`config.mk`:
```
export PLATFORM = sky130hd
export DESIGN_NAME = codec_ctl_writer
export DESIGN_NICKNAME = d
export VERILOG_FILES = /design/src/rtl/ccw_pkg.sv /design/src/rtl/ccw_quarter_timer.sv /design/src/rtl/ccw_frame_pack.sv /design/src/rtl/ccw_seq.sv /design/src/rtl/codec_ctl_writer.sv
export SDC_FILE = /design/constraint.sdc
export NUM_CORES = 1
export LEC_CHECK = 0
export ABC_CLOCK_PERIOD_IN_PS = 5900
export BUFFER_PORTS_ARGS = -buffer_cell sky130_fd_sc_hd__buf_2
export CORE_MARGIN = 1.5
export CORE_UTILIZATION = 40
export CTS_CLUSTER_DIAMETER = 50
export DETAILED_ROUTE_END_ITERATION = 10
export SLEW_MARGIN = 5
export SYNTH_ARGS = -nofsm -noshare
export SYNTH_HDL_FRONTEND = slang
export SYNTH_HIERARCHICAL = 1
export SYNTH_SLANG_ARGS = --single-unit
```
`constraint.sdc`:
```
create_clock -name clk -period 5.9 [get_ports clk]
set_input_delay 0.885 -clock clk [delete_from_list [all_inputs] [get_ports clk]]
set_output_delay 0.885 -clock clk [all_outputs]
set_load 0.05 [all_outputs]
```
`src/rtl/ccw_pkg.sv`:
```
package ccw_pkg;
    localparam int unsigned IDX_W         = 7;
    localparam int unsigned VAL_W         = 9;
    localparam int unsigned CTRL_W        = IDX_W + VAL_W;
    localparam int unsigned PAYLOAD_BYTES = CTRL_W / 8;
    localparam int unsigned FRAME_BYTES   = PAYLOAD_BYTES + 1;
    localparam int unsigned BYTE_IDX_W    = $clog2(FRAME_BYTES);

    typedef enum logic [2:0] {
        ST_IDLE   = 3'd0,
        ST_START  = 3'd1,
        ST_SEND   = 3'd2,
        ST_ACKCHK = 3'd3,
        ST_STOP   = 3'd4
    } ccw_state_e;
endpackage

```
`src/rtl/ccw_quarter_timer.sv`:
```
module ccw_quarter_timer #(
    parameter int unsigned QDIV = 125
) (
    input  logic clk,
    input  logic rst_n,
    input  logic run,
    output logic tick
);
    localparam int unsigned CW = (QDIV > 1) ? $clog2(QDIV) : 1;

    logic [CW-1:0] cnt_q;
    logic          at_end;

    assign at_end = (cnt_q == CW'(QDIV - 1));
    assign tick   = run && at_end;

    // one tick per quarter of an SCL period
    always_ff @(posedge clk or negedge rst_n) begin
        if (!rst_n) begin
            cnt_q <= '0;
        end else if (!run || at_end) begin
            cnt_q <= '0;
        end else begin
            cnt_q <= cnt_q + CW'(1);
        end
    end
endmodule

```
`src/rtl/ccw_frame_pack.sv`:
```
module ccw_frame_pack
    import ccw_pkg::*;
#(
    parameter logic [6:0] DEV_ADDR = 7'h1A
) (
    input  logic [IDX_W-1:0]                reg_idx,
    input  logic [VAL_W-1:0]                reg_val,
    output logic [FRAME_BYTES-1:0][7:0]     frame
);
    logic [CTRL_W-1:0] ctrl_word;

    // index sits on top of the value, so value bit 8 lands in the
    // lowest bit of the first payload byte
    assign ctrl_word = {reg_idx, reg_val};

    // device byte with write bit 0
    assign frame[0] = {DEV_ADDR, 1'b0};

    for (genvar g = 0; g < PAYLOAD_BYTES; g++) begin : g_pay
        assign frame[g + 1] = ctrl_word[CTRL_W - 1 - 8 * g -: 8];
    end
endmodule

```
`src/rtl/ccw_seq.sv`:
```
module ccw_seq
    import ccw_pkg::*;
(
    input  logic                         clk,
    input  logic                         rst_n,
    input  logic                         accept,
    input  logic                         tick,
    input  logic [FRAME_BYTES-1:0][7:0]  frame,
    input  logic                         sda_in,
    output logic                         busy,
    output logic                         done,
    output logic                         nack_err,
    output logic                         scl_drive_low,
    output logic                         sda_drive_low
);
    ccw_state_e              state_q, state_d;
    logic [1:0]              quarter_q;
    logic [2:0]              bit_q;
    logic [BYTE_IDX_W-1:0]   byte_q;
    logic                    nack_q;
    logic                    done_q;
    logic                    err_q;
    logic                    scl_low_q;
    logic                    sda_low_q;
    logic                    q_end;
    logic                    last_byte;
    logic                    cur_bit;

    assign q_end     = tick && (quarter_q == 2'd3);
    assign last_byte = (byte_q == BYTE_IDX_W'(FRAME_BYTES - 1));
    assign cur_bit   = frame[byte_q][bit_q];

    // next-state decode
    always_comb begin
        state_d = state_q;
        unique case (state_q)
            ST_IDLE:   if (accept) state_d = ST_START;
            ST_START:  if (q_end) state_d = ST_SEND;
            ST_SEND:   if (q_end && (bit_q == 3'd0)) state_d = ST_ACKCHK;
            ST_ACKCHK: if (q_end) state_d = (nack_q || last_byte) ? ST_STOP : ST_SEND;
            ST_STOP:   if (q_end) state_d = ST_IDLE;
            default:   state_d = ST_IDLE;
        endcase
    end

    // state register and counters
    always_ff @(posedge clk or negedge rst_n) begin
        if (!rst_n) begin
            state_q   <= ST_IDLE;
            quarter_q <= 2'd0;
            bit_q     <= 3'd7;
            byte_q    <= '0;
            nack_q    <= 1'b0;
            done_q    <= 1'b0;
            err_q     <= 1'b0;
        end else begin
            state_q <= state_d;
            done_q  <= 1'b0;
            if (state_q == ST_IDLE) begin
                quarter_q <= 2'd0;
            end else if (tick) begin
                quarter_q <= quarter_q + 2'd1;
            end
            if (state_q == ST_IDLE && accept) begin
                byte_q <= '0;
                bit_q  <= 3'd7;
                nack_q <= 1'b0;
                err_q  <= 1'b0;
            end
            if (state_q == ST_SEND && q_end && bit_q != 3'd0) begin
                bit_q <= bit_q - 3'd1;   // MSB first
            end
            if (state_q == ST_ACKCHK && tick && quarter_q == 2'd2) begin
                nack_q <= sda_in;        // sample in the high half
            end
            if (state_q == ST_ACKCHK && q_end && state_d == ST_SEND) begin
                byte_q <= byte_q + BYTE_IDX_W'(1);
                bit_q  <= 3'd7;
            end
            if (state_q == ST_STOP && q_end) begin
                done_q <= 1'b1;
                err_q  <= nack_q;
            end
        end
    end

    // line drivers: registered, SCL and SDA never move on the same edge
    always_ff @(posedge clk or negedge rst_n) begin
        if (!rst_n) begin
            scl_low_q <= 1'b0;
            sda_low_q <= 1'b0;
        end else begin
            unique case (state_q)
                ST_IDLE: begin
                    scl_low_q <= 1'b0;
                    sda_low_q <= 1'b0;
                end
                ST_START: begin
                    scl_low_q <= (quarter_q == 2'd3);
                    sda_low_q <= (quarter_q != 2'd0);
                end
                ST_SEND: begin
                    scl_low_q <= (quarter_q < 2'd2);
                    if (quarter_q != 2'd0) sda_low_q <= ~cur_bit;
                end
                ST_ACKCHK: begin
                    scl_low_q <= (quarter_q < 2'd2);
                    if (quarter_q != 2'd0) sda_low_q <= 1'b0;
                end
                ST_STOP: begin
                    scl_low_q <= (quarter_q < 2'd2);
                    if (quarter_q == 2'd1 || quarter_q == 2'd2) sda_low_q <= 1'b1;
                    else if (quarter_q == 2'd3) sda_low_q <= 1'b0;
                end
                default: begin
                    scl_low_q <= 1'b0;
                    sda_low_q <= 1'b0;
                end
            endcase
        end
    end

    assign busy          = (state_q != ST_IDLE);
    assign done          = done_q;
    assign nack_err      = err_q;
    assign scl_drive_low = scl_low_q;
    assign sda_drive_low = sda_low_q;
endmodule

```
`src/rtl/codec_ctl_writer.sv`:
```
module codec_ctl_writer
    import ccw_pkg::*;
#(
    parameter int unsigned CLK_HZ   = 50_000_000,
    parameter int unsigned SCL_HZ   = 100_000,
    parameter logic [6:0]  DEV_ADDR = 7'h1A
) (
    input  logic             clk,
    input  logic             rst_n,
    input  logic             req_valid,
    output logic             req_ready,
    input  logic [IDX_W-1:0] req_reg,
    input  logic [VAL_W-1:0] req_data,
    output logic             busy,
    output logic             done,
    output logic             nack_err,
    output logic             scl_drive_low,
    output logic             sda_drive_low,
    input  logic             sda_in
);
    localparam int unsigned QDIV = CLK_HZ / (4 * SCL_HZ);

    logic                        accept;
    logic                        tick;
    logic [IDX_W-1:0]            idx_q;
    logic [VAL_W-1:0]            val_q;
    logic                        sda_meta_q, sda_sync_q;
    logic [FRAME_BYTES-1:0][7:0] frame;

    assign req_ready = !busy;
    assign accept    = req_valid && req_ready;

    always_ff @(posedge clk or negedge rst_n) begin
        if (!rst_n) begin
            idx_q <= '0;
            val_q <= '0;
        end else if (accept) begin
            idx_q <= req_reg;
            val_q <= req_data;
        end
    end

    always_ff @(posedge clk or negedge rst_n) begin
        if (!rst_n) begin
            sda_meta_q <= 1'b1;
            sda_sync_q <= 1'b1;
        end else begin
            sda_meta_q <= sda_in;
            sda_sync_q <= sda_meta_q;
        end
    end

    ccw_quarter_timer #(.QDIV(QDIV)) u_timer (
        .clk   (clk),
        .rst_n (rst_n),
        .run   (busy),
        .tick  (tick)
    );

    ccw_frame_pack #(.DEV_ADDR(DEV_ADDR)) u_pack (
        .reg_idx (idx_q),
        .reg_val (val_q),
        .frame   (frame)
    );

    ccw_seq u_seq (
        .clk           (clk),
        .rst_n         (rst_n),
        .accept        (accept),
        .tick          (tick),
        .frame         (frame),
        .sda_in        (sda_sync_q),
        .busy          (busy),
        .done          (done),
        .nack_err      (nack_err),
        .scl_drive_low (scl_drive_low),
        .sda_drive_low (sda_drive_low)
    );
endmodule

```
---- Word level (Yosys, flattened, before mapping) ----
Cells that the tools add are included.
word-level totals
  logic and storage cells ................. 92
  bits of input ports ..................... 20
  register bits after elaboration ......... 40
operators by class
  bitwise gates (word level) .............. 1
  equality and inequality tests ........... 13
  add/sub/neg operators ................... 4
  order comparisons ....................... 3
  muxes and demuxes ....................... 29
  reduce and logical (&&, ||, !) cells .... 28
operators by type and width
  cell                 count
  $mux 3               9
  $bmux 8 s2           1
  $pmux 3 s5           1
  $logic_and 1x1->1    12
  $reduce_bool 2->1    5
  $eq 3x2->1 const B   3
  $mux 1               9
  $reduce_bool 3->1    3
  $mux 2               4
  $mux 8               1
  $add 7x1->7 const B  1
  $eq 7x7->1 const B   1
  $mux 7               1
  $eq 2x2->1 const B   3
  $logic_not 3->1      2
  $add 2x1->2 const B  2
  $lt 3x4->1 const B   1
  $ne 2x2->1 const B   2
  $pmux 1 s4           1
  $bmux 1 s3           1
  $eq 3x1->1 const B   1
  $eq 3x3->1 const B   1
  $logic_or 1x1->1     3
  $lt 2x3->1 const B   1
  9 further kinds      9

---- Depth between registers and ports, before layout ----
  word-level depth ........................ 9
  gate-level depth with buffers ........... 9
  gate-level depth less buffers ........... 8

---- Cells and area by module ----
Netlist, hierarchy kept.
by module, submodules not included
  module             instances  cells each  area an instance (µm²)
  ccw_seq            1          122         1163.6
  codec_ctl_writer   1          38          699.4
  ccw_quarter_timer  1          36          352.8
  ccw_frame_pack     1          26          187.7

---- Worst setup path before layout ----
OpenSTA, ideal clock, no wires.
  path type ............................... register to output
  from .................................... register u_seq.state_q[1]
  to ...................................... output req_ready
  data arrival time ....................... 1.655 ns
  stages on the path, launching flop included .. 5
  data required time ...................... 5.015 ns
  path slack .............................. 3.360 ns
  cells stage by stage .................... dfrtp_1 -> buf_6 -> nor3_1 -> inv_1 -> inv_1
on the way
  longest elaborated chain between the ends .. 2
RTL lines
  what                    RTL line                source
  start, declared         ccw_seq.sv:16           ccw_state_e state_q, state_d;
  start signal, assigned  ccw_seq.sv:57           state_q <= state_d;
  $reduce_bool 3->1       ccw_seq.sv:123          assign busy = (state_q != ST_IDLE);
  net busy                codec_ctl_writer.sv:14  output logic busy,
  $logic_not 1->1         codec_ctl_writer.sv:30  assign req_ready = !busy;
  end, declared           codec_ctl_writer.sv:11  output logic req_ready,
The timed path passes the listed nets, and every way through them passes these cells.

---- Worst setup path in the final report ----
  from .................................... register u_seq.state_q[1]
  to ...................................... register u_seq.bit_q[1]
on the way
  longest elaborated chain between the ends .. 9
  elaborated cells between the ends (all ways) .. 26
RTL lines
  what                                                          RTL line                 source
  $reduce_bool 3->1                                             ccw_seq.sv:123
  $logic_and 1x1->1                                             ccw_quarter_timer.sv:15  assign tick = run && at_end;
  $logic_and 1x1->1                                             ccw_seq.sv:29            assign q_end = tick && (quarter_q == 2'd3);
  $logic_and 1x1->1                                             ccw_seq.sv:39            ST_SEND: if (q_end && (bit_q == 3'd0)) state_d = ST_ACKCHK;
  $mux 3                                                        ccw_seq.sv:39
  $pmux 3 s5                                                    ccw_seq.sv:36            unique case (state_q)
  $eq 3x2->1                                                    ccw_seq.sv:76            if (state_q == ST_ACKCHK && q_end && state_d == ST_SEND) begin
  $logic_and 1x1->1                                             ccw_seq.sv:76
  $reduce_bool 3->1 (no source line) or $mux 3 (tied branches)  n/a
  end signal, assigned                                          ccw_seq.sv:71            bit_q <= bit_q - 3'd1;
  end, declared                                                 ccw_seq.sv:18            logic [2:0] bit_q;
Parallel ways exist; a longest one is shown, timed or not.
A chain may end at the register's enable or synchronous reset.

==> results.yml <==
synth:
  synth_compound_area_share_pct: 9.73
  synth_most_common_cell: "dfrtp_1"
  synthCells: 222
  synth_edf_count: 0
  ys_top_cells_by_area: "dfrtp_1 (36%), buf_4 (7.5%), mux2_4 (5.6%)"
  yosys_warnings: 6
  synth_xor_area_share_pct: 1.46
  yosysTopAreaCell: "dfrtp_1"
  synth.area.mux_share_pct: 15.3
  synth.cell_area_um2: 2400
  synth_top_family_by_area: "multiplexers"
  synth_top_area_share_pct: 36.4
  async_flop_share_pct: 100
  synthAdderAreaFrac_pct: 4.16
  synth.distinct_cells: 50
  ys_seq_area_share_pct: 41.9
  synthTopCellsByCount: "dfrtp_1 (35), buf_4 (24), nor2_1 (14)"
  synth-seq-cells: 40
  syn_area_per_cell_um2: 10.8
  ys.flop_type: "dfrtp_1"
  synthSimpleGateAreaFrac_pct: 14.1
timing:
  period_minus_slack_ns: 2.99
  rsz0062_at_grt: "no"
  finalMaxSlewViolations: 0
  fin_crit_sh_pct: 50.7
  worst_slack_ns: 2.91
  fmax_mhz: 334
  final-hold-violation-count: 0
  max-slew-margin-rel_pct: 26.4
  setup_violations: 0
  tightestPinTransition_ns: 1.10
  fin_setup_tns_ns: 0
  skew_ns: 0.0118
layout:
  area_growth_pct: 2.50
  nets: 255
  postLayoutCoreUtil_pct: 42.1
  diodes: 0
  post_route_cells_drive_above_1_share_pct: 26.8
  instances_no_fill: 303
clocking:
  cts_tree: "yes"
  clockBufferDepth: 2
  root_buffer: "clkbuf_8"
  hold_buffers: 0
  clock-sinks: 40
  insertion_delay_ns: 0.29
  cts_resized: 0
  cts_setup_buffers: 0
  numCtsBuffers: 5
  htreeDepth: 2
  clkSlewWorstSetupHoldPaths_ns: 0.08
drt:
  wl_met3_um: 104
  antenna_left: 0
  wl_met2_mm: 1.68
  drt_wl_total_mm: 3.77
  dr.max_layer_used: "met4"
  drtIter0Drc: 75
  dr.pass1.iters: 4
  drc: 0
  wl_met1_mm: 1.92
  drt-vias-per-instance: 4.84
  num_vias: 1467
  wl_per_cell_um: 12.5
placement:
  place.gp.congestion: 0.839
  placed_cells: 295
  hpwl_mm: 2.71
  io_buffers: 25
  dp_slack_ns: 2.95
critical_path:
  worstPathRequired_ns: 6.13
  cp_max_fo: 18
  crit_arrival_ns: 3.22
  cp-end-kind: "flop"
  path_class: "flop to flop"
  ff2ff_setup_slack_ns: 2.91
  critPathLaunchType: "flop"
grt:
  grt_first_pass_wirelength_mm: 6.68
  grt_usage_pct: 13.4
  antenna_found_initial: 0
  grt_max_degree: 41
  grt.overflow.total: 0
  grt_pass1_vias: 1451
flow_run:
  cap_violations: 0
pwr:
  power.density_nw_per_um2: 196
  peakVddDrop_v: 0.000135
  sw_frac_of_total_pct: 22.1
  comb_power_share_pct: 4.5
  p_seq_share_pct: 58.8
  power.switching_mw: 0.107
  p_total_mw: 0.483
  p_int_mw: 0.376
  power.leakage_nw: 1.19
  clockPowerShare_pct: 36.7
floorplanning:
  std_cell_rows: 28
  ios: 26
  die_x_um: 80.5
  start_util_pct: 41.1
  core_region_area_um2: 5850
  fp.dieH_um: 80.5
  dieArea_um2: 6480
hold_path:
  hold_path.class: "flop to flop"
outcome:
  status: "finished, final reports clean"
[flip-flops by register name, indices dropped and copies added, names as in the netlist]
name,cells
idx_q,7
sda_meta_q,1
sda_sync_q,1
u_seq/bit_q,3
u_seq/byte_q,2
u_seq/done,1
u_seq/nack_err,1
u_seq/nack_q,1
u_seq/quarter_q,2
u_seq/scl_drive_low,1
u_seq/sda_drive_low,1
u_seq/state_q,3
u_timer/cnt_q,7
val_q,9
[path summary, 6_finish.rpt]
| kind | start | endpoint | cells after the start |
|---|---|---|---|
| max | u_seq/state_q[1]$_DFF_PN0_ | u_seq/bit_q[1]$_DFFE_PN1P_ | 6 |
| min | sda_meta_q$_DFF_PN1_ | sda_sync_q$_DFF_PN1_ | 0 |
| max reg2reg | u_seq/state_q[1]$_DFF_PN0_ | u_seq/bit_q[1]$_DFFE_PN1P_ | 6 |
| min reg2reg | sda_meta_q$_DFF_PN1_ | sda_sync_q$_DFF_PN1_ | 0 |
| max in group asynchronous | rst_n | u_timer/cnt_q[3]$_DFF_PN0_ | 1 |
| min in group asynchronous | rst_n | idx_q[0]$_DFFE_PN0P_ | 1 |
[metrics by stage]
step / cell area, um^2 / hold WS (ns)
3_3_place_gp: 2380 / 0.346
4_1_cts: 2460 / 0.358
3_5_place_dp: 2380 / 0.347
5_1_grt: 2460 / 0.359
6_report: 2460 / 0.356
2_1_floorplan: 2430 / 0.345
[power groups by stage]
stage	clock network, mW	logic (mW)	registers, mW
after CTS	0.188	0.0227	0.284
after detailed placement	0	0.0226	0.289
after global routing	0.196	0.0255	0.285
after floorplan	0	0.0213	0.288
after global placement	0	0.0223	0.289
final	0.177	0.0219	0.284
[cell usage in the layout, fill, tap and decap left out, types with 2 or more instances in the layout]
| cell type | count |
|---|---|
| nand4_1 | 2 |
| clkbuf_1 | 2 |
| inv_1 | 13 |
| o21ai_0 | 3 |
| xnor2_1 | 2 |
| nand2_1 | 9 |
| conb_1 | 8 |
| nor2_1 | 14 |
| buf_2 | 25 |
| a22oi_1 | 6 |
| mux2_2 | 7 |
| dfstp_2 | 5 |
| nor3_1 | 4 |
| dfrtp_1 | 35 |
| ha_1 | 8 |
| o22ai_1 | 2 |
| o21a_1 | 3 |
| or3_1 | 2 |
| o211ai_1 | 2 |
| xor2_1 | 2 |
| mux2_4 | 9 |
| o21ai_1 | 3 |
| mux2_1 | 2 |
| a311oi_1 | 2 |
| nor2b_1 | 6 |
| nand3_1 | 11 |
| clkbuf_8 | 5 |
| and2_1 | 2 |
| mux2i_1 | 13 |
[cell families (layout without fill, tap and decap cells)]
kind of cell,Yosys count,count (layout)
XOR/XNOR,4,4
multiplexers,31,31
buffers and inverters,46,46
other,2,8
flip-flops,40,40
adder cells (fa/ha/maj),8,8
AO/OA/AOI/OAI,30,30
AND/OR/NAND/NOR,61,61
[area by class of cell]
class / instances / area (um^2)
clock buffers: 7 / 76.3
clock inverters: 1 / 5.00
fillers: 563 / 3390
inverters: 13 / 48.8
multi-input cells: 142 / 1110
flip-flops and latches: 40 / 1010
well taps: 75 / 93.8
repair buffers: 25 / 125
[worst max-delay path, cell delays in order (launching register included)]
cell and delay, ns:
dfrtp_1 0.52, nor3_1 0.45, inv_1 0.26, nor2b_2 0.90, a21oi_1 0.25, a221oi_2 0.41, a2bb2oi_2 0.15
[per-layer routing]
metal / up-vias / global-route usage (%)
met5: - / 0
met4: 0 / 4.83
met3: 7 / 3.18
met1: 691 / 19.0
met2: 21 / 19.7
li1: 748 / -
No activity file was read; power rests on OpenSTA's default activity.
